**src/rtl/sdm_pkg.sv**
```systemverilog
package sdm_pkg;

  localparam int NUM_STAGES = 3;

  // Width of the stored shift code for a stage.
  function automatic int stage_shift_w(input int k);
    return (k < 2) ? 1 : 2;
  endfunction

  // Offset added to the stored code to give the real shift.
  function automatic int stage_shift_base(input int k);
    return (k < 2) ? 2 : 1;
  endfunction

  // Record width: shift code, sign bit, skip bit.
  function automatic int digit_w(input int k);
    return stage_shift_w(k) + 2;
  endfunction

  // Bit position of a digit record inside the packed coefficient.
  function automatic int digit_lsb(input int k);
    int acc;
    acc = 0;
    for (int j = 0; j < k; j++) acc += digit_w(j);
    return acc;
  endfunction

  // Largest shift any stage can request.
  function automatic int max_shift();
    int m;
    m = 0;
    for (int j = 0; j < NUM_STAGES; j++)
      if (stage_shift_base(j) + (1 << stage_shift_w(j)) - 1 > m)
        m = stage_shift_base(j) + (1 << stage_shift_w(j)) - 1;
    return m;
  endfunction

  localparam int COEF_W  = digit_lsb(NUM_STAGES);
  localparam int SHAMT_W = $clog2(max_shift() + 1);

endpackage

```
**src/rtl/sdm_unbias_shr.sv**
```systemverilog
module sdm_unbias_shr #(
  parameter int W     = 18,
  parameter int AMT_W = 3
) (
  input  logic signed [W-1:0]     din,
  input  logic        [AMT_W-1:0] amt,
  output logic signed [W-1:0]     dout
);

  logic signed [W-1:0] shifted;

  always_comb begin
    shifted = din >>> amt;
    // a -1 LSB residue left by truncation is mapped to zero
    if (&shifted) dout = '0;
    else          dout = shifted;
  end

endmodule

```
**src/rtl/sdm_stage.sv**
```systemverilog
module sdm_stage
  import sdm_pkg::*;
#(
  parameter int DATA_W = 16,
  parameter int ACC_W  = 18,
  parameter int STAGE  = 0
) (
  input  logic                     clk,
  input  logic                     rst_n,
  input  logic                     vin,
  input  logic signed [DATA_W-1:0] x_in,
  input  logic signed [ACC_W-1:0]  acc_in,
  input  logic [digit_w(STAGE)-1:0] digit,
  output logic                     vout,
  output logic signed [ACC_W-1:0]  acc_out
);

  localparam int SH_W = stage_shift_w(STAGE);
  localparam int BASE = stage_shift_base(STAGE);

  logic [SH_W-1:0]           code;
  logic                      neg;
  logic                      skip;
  logic signed [ACC_W-1:0]   x_ext;
  logic signed [ACC_W-1:0]   addend;
  logic signed [ACC_W-1:0]   sum;
  logic [SHAMT_W-1:0]        amt;
  logic signed [ACC_W-1:0]   acc_nxt;
  logic                      v_nxt;
  logic signed [ACC_W-1:0]   acc_q;
  logic                      v_q;

  assign code = digit[SH_W-1:0];
  assign neg  = digit[SH_W];
  assign skip = digit[SH_W+1];

  // Next-state: add/subtract/skip, then corrected shift
  always_comb begin
    x_ext = ACC_W'(x_in);
    if (skip)     addend = '0;
    else if (neg) addend = -x_ext;
    else          addend = x_ext;
    sum   = acc_in + addend;
    amt   = SHAMT_W'(code) + SHAMT_W'(BASE);
    v_nxt = vin;
  end

  sdm_unbias_shr #(
    .W     (ACC_W),
    .AMT_W (SHAMT_W)
  ) u_shr (
    .din  (sum),
    .amt  (amt),
    .dout (acc_nxt)
  );

  // Registers: value loads only on a valid operand
  always_ff @(posedge clk or negedge rst_n) begin
    if (!rst_n) begin
      v_q   <= 1'b0;
      acc_q <= '0;
    end else begin
      v_q <= v_nxt;
      if (vin) acc_q <= acc_nxt;
    end
  end

  assign vout    = v_q;
  assign acc_out = acc_q;

  // valid advances one stage per clock
  a_r6_valid_step: assert property (@(posedge clk) disable iff (!rst_n)
    vin |=> vout);
  a_r6_idle_step: assert property (@(posedge clk) disable iff (!rst_n)
    !vin |=> !vout);
  // stage value held when no operand is present
  a_r7_hold_value: assert property (@(posedge clk) disable iff (!rst_n)
    !vin |=> $stable(acc_out));
  // no stage ever delivers the -1 LSB residue
  a_r5_no_neg_lsb: assert property (@(posedge clk) disable iff (!rst_n)
    vout |-> !(&acc_out));
  // a skipped digit on a zero running value yields zero
  a_r4_skip_zero: assert property (@(posedge clk) disable iff (!rst_n)
    (vin && skip && (acc_in == '0)) |=> (acc_out == '0));

endmodule

```
**src/rtl/sdm_mult.sv**
```systemverilog
module sdm_mult
  import sdm_pkg::*;
#(
  parameter int DATA_W  = 16,
  parameter int GUARD_W = 2
) (
  input  logic                     clk,
  input  logic                     rst_n,
  input  logic                     in_valid,
  input  logic signed [DATA_W-1:0] in_data,
  input  logic [COEF_W-1:0]        in_coef,
  output logic                     out_valid,
  output logic signed [DATA_W-1:0] out_data
);

  localparam int ACC_W = DATA_W + GUARD_W;

  // Reset: asserted asynchronously, released on the clock
  logic rst_meta_q;
  logic rst_n_s;

  always_ff @(posedge clk or negedge rst_n) begin
    if (!rst_n) begin
      rst_meta_q <= 1'b0;
      rst_n_s    <= 1'b0;
    end else begin
      rst_meta_q <= 1'b1;
      rst_n_s    <= rst_meta_q;
    end
  end

  logic                    v_c   [NUM_STAGES+1];
  logic signed [ACC_W-1:0] acc_c [NUM_STAGES+1];

  assign v_c[0]   = in_valid;
  assign acc_c[0] = '0;

  // Delay lines for the data word and the digits not yet consumed
  for (genvar k = 0; k < NUM_STAGES - 1; k++) begin : g_dl
    localparam int RW = COEF_W - digit_lsb(k + 1);
    logic [RW-1:0]             rest_d;
    logic [RW-1:0]             rest_q;
    logic signed [DATA_W-1:0]  x_d;
    logic signed [DATA_W-1:0]  x_q;

    if (k == 0) begin : g_src_in
      assign rest_d = in_coef[COEF_W-1:digit_lsb(1)];
      assign x_d    = in_data;
    end else begin : g_src_prev
      assign rest_d = g_dl[k-1].rest_q[COEF_W-digit_lsb(k)-1:digit_w(k)];
      assign x_d    = g_dl[k-1].x_q;
    end

    always_ff @(posedge clk or negedge rst_n_s) begin
      if (!rst_n_s) begin
        rest_q <= '0;
        x_q    <= '0;
      end else if (v_c[k]) begin
        rest_q <= rest_d;
        x_q    <= x_d;
      end
    end
  end

  // Horner stages, innermost digit first
  for (genvar k = 0; k < NUM_STAGES; k++) begin : g_st
    localparam int DW = digit_w(k);
    logic [DW-1:0]            dig;
    logic signed [DATA_W-1:0] xs;

    if (k == 0) begin : g_first
      assign dig = in_coef[DW-1:0];
      assign xs  = in_data;
    end else begin : g_later
      assign dig = g_dl[k-1].rest_q[DW-1:0];
      assign xs  = g_dl[k-1].x_q;
    end

    sdm_stage #(
      .DATA_W (DATA_W),
      .ACC_W  (ACC_W),
      .STAGE  (k)
    ) u_stage (
      .clk     (clk),
      .rst_n   (rst_n_s),
      .vin     (v_c[k]),
      .x_in    (xs),
      .acc_in  (acc_c[k]),
      .digit   (dig),
      .vout    (v_c[k+1]),
      .acc_out (acc_c[k+1])
    );
  end

  assign out_valid = v_c[NUM_STAGES];
  assign out_data  = acc_c[NUM_STAGES][DATA_W-1:0];

  // guard bits of the final value are pure sign extension
  a_r9_no_overflow: assert property (@(posedge clk) disable iff (!rst_n_s)
    out_valid |-> ((&acc_c[NUM_STAGES][ACC_W-1:DATA_W-1]) ||
                   !(|acc_c[NUM_STAGES][ACC_W-1:DATA_W-1])));
  // nothing is delivered during internal reset
  a_r8_reset_quiet: assert property (@(posedge clk)
    !rst_n_s |-> !out_valid);

endmodule

```
**config.mk**
```make
export PLATFORM = sky130hd
export DESIGN_NAME = sdm_mult
export DESIGN_NICKNAME = d
export VERILOG_FILES = /design/src/rtl/sdm_pkg.sv /design/src/rtl/sdm_unbias_shr.sv /design/src/rtl/sdm_stage.sv /design/src/rtl/sdm_mult.sv
export SDC_FILE = /design/constraint.sdc
export NUM_CORES = 1
export LEC_CHECK = 0
export BUFFER_PORTS_ARGS = -buffer_cell sky130_fd_sc_hd__clkbuf_2
export CORE_ASPECT_RATIO = 1.4
export CORE_UTILIZATION = 50
export CTS_CLUSTER_DIAMETER = 60
export DETAILED_ROUTE_END_ITERATION = 6
export PLACE_DENSITY = 0.7
export SLEW_MARGIN = 20
export SYNTH_ARGS = -nofsm -noshare
export SYNTH_HDL_FRONTEND = slang
export SYNTH_SLANG_ARGS = --single-unit
```
**constraint.sdc**
```tcl
create_clock -name clk -period 2.7 [get_ports clk]
set_input_delay 0.27 -clock clk [delete_from_list [all_inputs] [get_ports clk]]
set_output_delay 0.27 -clock clk [all_outputs]
set_load 0.02 [all_outputs]
```
# Word-level counts from Yosys, hierarchy flattened
# Index checks and enable logic that the tools add are counted.
dict set report totals {
  out_inout_bits 17
  register_bits 100
  word_cells 35
}
dict set report classes {
  add_sub_neg 8
  reduce_logical 3
  shift 3
  mux 9
}
# op count
set op_table {}
lappend op_table {{18-bit 2-to-1 mux} 8}
lappend op_table {{16-bit negator with 18-bit output} 3}
lappend op_table {{18-bit AND reduction} 3}
lappend op_table {{18-bit by 3-bit >>> shifter with 18-bit output} 3}
lappend op_table {{18-bit adder} 2}
lappend op_table {{16-bit 2-to-1 mux} 1}
lappend op_table {{1-bit by 2-bit adder with 3-bit output, second input constant} 2}
lappend op_table {{2-bit by 1-bit adder with 3-bit output, second input constant} 1}

# Depth between registers and ports, before layout
dict set report logic_depth {
  word_depth 7
  ltp_mapped 21
  ltp_nobuf 19
}

# Modules after synthesis
# Synthesis repeated with hierarchy kept, for this count alone.
dict set report unflattened {
  hier_cells 1029
  hier_area_um2 10029.6
}
# mod seq_area_each_um2 area_per_inst_um2 n_inst cells_per_inst
set modules_own_cells {}
lappend modules_own_cells {{sdm_stage (g_st[0].u_stage ...)} 475.5 1960.6 2 224}
lappend modules_own_cells {sdm_unbias_shr 0.0 802.0 3 83}
lappend modules_own_cells {{sdm_stage (g_st[2].u_stage)} 475.5 2047.0 1 238}
lappend modules_own_cells {sdm_mult 1126.1 1655.3 1 94}

# Worst setup path after synthesis
# Ideal clock, no wire load.
dict set report synth_timing {
  path_type {register to register}
  start {register g_dl[1].x_q[3]}
  end {register g_st[2].u_stage.acc_q[4]}
  n_path_buf 2
  slack_ns -1.804
  arrival_ns 4.363
  synth_period_minus_slack_ns 4.504
  path_stages_with_launch 19
  cell_sequence {dfrtp_1 -> nor3_1 -> nand3b_1 -> nand2b_1 -> o31ai_1 -> xor2_1 -> nor2_1 -> ha_1 -> clkbuf_1 -> nand2_1 -> o221ai_1 -> nor4_1 -> a211oi_2 -> a21oi_1 -> mux4_2 -> a311o_1 -> nor4_4 -> buf_6 -> a211oi_1}
}
dict set report synth_via {
  elab_chain_cells 7
}
# element line_no
set synth_rtl {}
lappend synth_rtl {{start, declared} sdm_mult.sv:44} ;# logic signed [DATA_W-1:0] x_q;
lappend synth_rtl {{start signal, assigned} sdm_mult.sv:57} ;# x_q <= '0;
lappend synth_rtl {{start signal, assigned} sdm_mult.sv:60} ;# x_q <= x_d;
lappend synth_rtl {{16-bit negator with 18-bit output} sdm_stage.sv:41} ;# else if (neg) addend = -x_ext;
lappend synth_rtl {{18-bit 2-to-1 mux *} sdm_stage.sv:41}
lappend synth_rtl {{18-bit 2-to-1 mux *} sdm_stage.sv:40} ;# if (skip) addend = '0;
lappend synth_rtl {{18-bit adder *} sdm_stage.sv:43} ;# sum = acc_in + addend;
lappend synth_rtl {{18-bit by 3-bit >>> shifter with 18-bit output *} sdm_unbias_shr.sv:13} ;# shifted = din >>> amt;
lappend synth_rtl {{18-bit AND reduction} sdm_unbias_shr.sv:15} ;# if (&shifted) dout = '0;
lappend synth_rtl {{16-bit 2-to-1 mux *} sdm_unbias_shr.sv:15}
lappend synth_rtl {{end signal, assigned} sdm_stage.sv:64} ;# if (vin) acc_q <= acc_nxt;
lappend synth_rtl {{end, declared} sdm_stage.sv:30} ;# logic signed [ACC_W-1:0] acc_q;
# Every way passes the cells marked *; elsewhere a longest branch is shown, timed or not.
# A chain may end at the register's enable or synchronous reset.

# Worst setup path after layout
dict set report layout_timing {
  start {register g_dl[1].x_q[1]}
  end {register g_st[2].u_stage.acc_q[5]}
}
# The elaborated chain is that of the path after synthesis.

==> run metrics <==
run status finished, violations left; failing checks DRC, setup timing; sequential fraction of the synthesis area ~29%; die span in y 154.5 um; Root Buffer clkbuf_16; Starting Density 51.16%; routed wire length between 20 and 30 mm; cell depth of the worst flop-to-flop path 19; total iterations of the first detailed-routing run 7; CP startpoint kind flip-flop; kind of critical path reg -> reg; Fin Hold WS roughly 0.13 ns; fin nets ~1400; Worst VDD drop 0.3691 mV; RSZ-0062 raised after global routing true; GPL Wtd Cong between 0.9 and 1; Final Util between 70 and 80%; WP data arrival 4.84 ns; Final Skew between 0.01 and 0.015 ns; actual slew at the worst max-slew pin about 0.64 ns; num rows 55; overall global routing resource usage about 32%; most frequent cells in the layout 331 x buf_4, 121 x nor2_1, 94 x dfrtp_1; Layout Area Growth over Synthesis 42.06%; Reg2Reg Setup Slack -1.88 ns; HP Start in_coef[3]; post-DR wirelength/cell about 18 um; Clk Latency, worst-skew pair approximately 0.37 ns; Fmax about 220 MHz; Synth Register Bits 96; # H-tree levels 3; P_leak 5.590 nW; routed wl met2 between 15 and 20 mm; Inst Count DP around 1500; diode count 0; commonest non-fill, non-tap cell in the layout buf_4; Post-Syn Nets between 1000 and 1500; uppermost routed layer met4; Final Hold Vio Count 0; largest area contributor in the netlist dfrtp_1; die outline area around 17000 um^2; TNS Setup -57.95 ns; vias in the first global route slightly above 9000; final setup fails 32; CP required roughly 3.0 ns; clock period minus final worst setup slack about 4.6 ns; first-pass GRT wire length between 40 and 50 mm; Post-route DRC 10; routed length on met1 around 9.5 mm; Yosys top cell area share 28.91%; initial antenna violation count 0; period utilization 169.8%; Hold Crit Class in -> reg; WL met3 between 800 and 900 um; Inserted Clock Buffers 9; Cell Pwr Density approximately 910 nW/um^2; clock buffer depth 2; crit end category flip-flop; Via Count just over 9000; worst reg2reg endpoint g_st[2].u_stage.acc_out[5]; Synth Warn # 0; clock-pin transition on the worst setup and hold timing paths about 0.070 ns; R2R Path Start g_dl[1].x_q[1]; Layout Cells excl Fill 1529; largest net degree at the start of global routing 48; drt initial violations ~530; MaxCap Viol Count 0; DRT antenna net count 0; synth top area cells dfrtp_1 29%, nor2_1 6.1%, mux2_2 5.8%; Async S/R FF share, synth between 90% and 100%; CP Max Fanout 8; max-slew violations 0; Slew headroom between 50 and 60%; die span in x around 110 um; final worst slack -1.885 ns; EDFF count, synth 0; I/O pin count 46; TritonCTS Sinks 96; GR Overflow Total 0; crit path to g_st[2].u_stage.acc_out[5]; Mapped Avg Cell Area a little over 8 um^2; total power 0.01077 W; post-detail-place hpwl slightly above 20 mm; critical path startpoint g_dl[1].x_q[1]; Synth Cell Area ~8300 um^2; unique cell type count in the Yosys netlist 86; Cells after Synth 1005; core region area approximately 16000 um^2; ratio of cells with drive above 1 in the final layout 40.53%; Port Buffer Count 45; CTS tree yes; most common flop cell mapped by yosys dfrtp_1; routed vias/inst 5.967
[report_power, final]
group          leakage [nW]  switching, W  internal (W)
clock network         0.169      0.000620      0.000936
logic                  4.29       0.00355       0.00362
registers              1.13      0.000291       0.00175
[stage by stage]
stage	setup WS, ns	cell area (um^2)
finish	-1.885	11800
global route	-2.116	11800
CTS	-1.735	11600
detailed placement	-1.762	10930
global placement	-1.636	10930
floorplan	-1.482	8513
[layout make-up]
type,count,area (um^2)
multi-input cells,817,5902
fillers,1201,4437
repair buffers,383,2824
flip-flops and latches,96,2407
well taps,199,249.0
clock buffers,10,239.0
clock inverters,6,115.1
inverters,18,67.56
[worst min path at each step]
stage,depth (start not counted),end
after floorplan,0,rst_meta_q
after global placement,1,rst_meta_q
after detailed placement,1,rst_meta_q
after CTS,2,g_dl[0].rest_q[2]
after global routing,2,g_dl[0].rest_q[6]
final,3,g_dl[0].rest_q[0]
[layer usage]
metal	up-vias	track usage (%)
met5	-	0
met4	0	24.53
met3	155	3.958
met2	293	64.03
met1	4342	29.30
li1	4333	-
[flip-flops by register name (all words and copies together) (netlist names)]
name / flops
g_st.u_stage.acc_out: 48
g_dl.x_q: 32
g_dl.rest_q: 11
g_st.u_stage.vout: 3
rst_meta_q: 1
rst_n_s: 1
[logic make-up (layout without fill, tap and decap cells)]
group	after synthesis	in the layout	share of synthesized area, %
flops	96	96	28.91
mux	73	73	9.893
buf+inv	92	417	5.315
fa+ha+maj	37	37	5.662
simple gates	362	362	21.23
other cells	1	1	0.04513
compound gates	297	297	23.90
xor+xnor	47	47	5.045
[critical path, cell delays in order, from the launching register on]
cell	delay (ns)
dfrtp_1	0.41
inv_1	0.09
ha_1	0.20
nand3b_1	0.15
nand2b_4	0.20
o31ai_4	0.19
xor2_1	0.19
nor2_1	0.06
ha_1	0.34
nand4_1	0.25
a211oi_4	0.35
nor4_2	0.10
a211oi_2	0.31
a21oi_1	0.15
mux4_2	0.51
a311o_1	0.35
nor4_4	0.26
buf_4	0.16
clkbuf_16	0.15
nor2_2	0.03
[cell usage after synthesis, types with 4 or more instances]
cell      instances
clkbuf_1         44
xor2_1           31
mux2_2           43
nand3_1          19
a221o_1           8
a211oi_1         25
o21a_1            9
inv_1            16
nand2b_1         17
xnor2_1          15
and2_1            6
a311oi_1          5
a31oi_1           9
and3_1           12
o22ai_1           6
buf_2             7
o211ai_1         10
nor4_1            7
mux2i_1          27
o41ai_1           4
nand3b_1          4
o31ai_1          11
nor2_1          134
nand2_1          88
nor3_1           21
or3_1            12
buf_4            17
a21oi_1          72
o21ai_0          66
a21o_1           22
a211o_1           7
nand4_1           8
ha_1             36
nor2b_1           8
dfrtp_1          96
[timing repair]
item | CTS | global route
cloned | 1 | 1
gates resized for setup | 32 | 31
endpoints found under the setup margin | 32 | 47
buffers inserted | 16 | 10
hold endpoints to repair | 2 | 0
hold buffers | 1 | 0
pin swaps | 30 | 17
(Power assumes the default switching activity.)
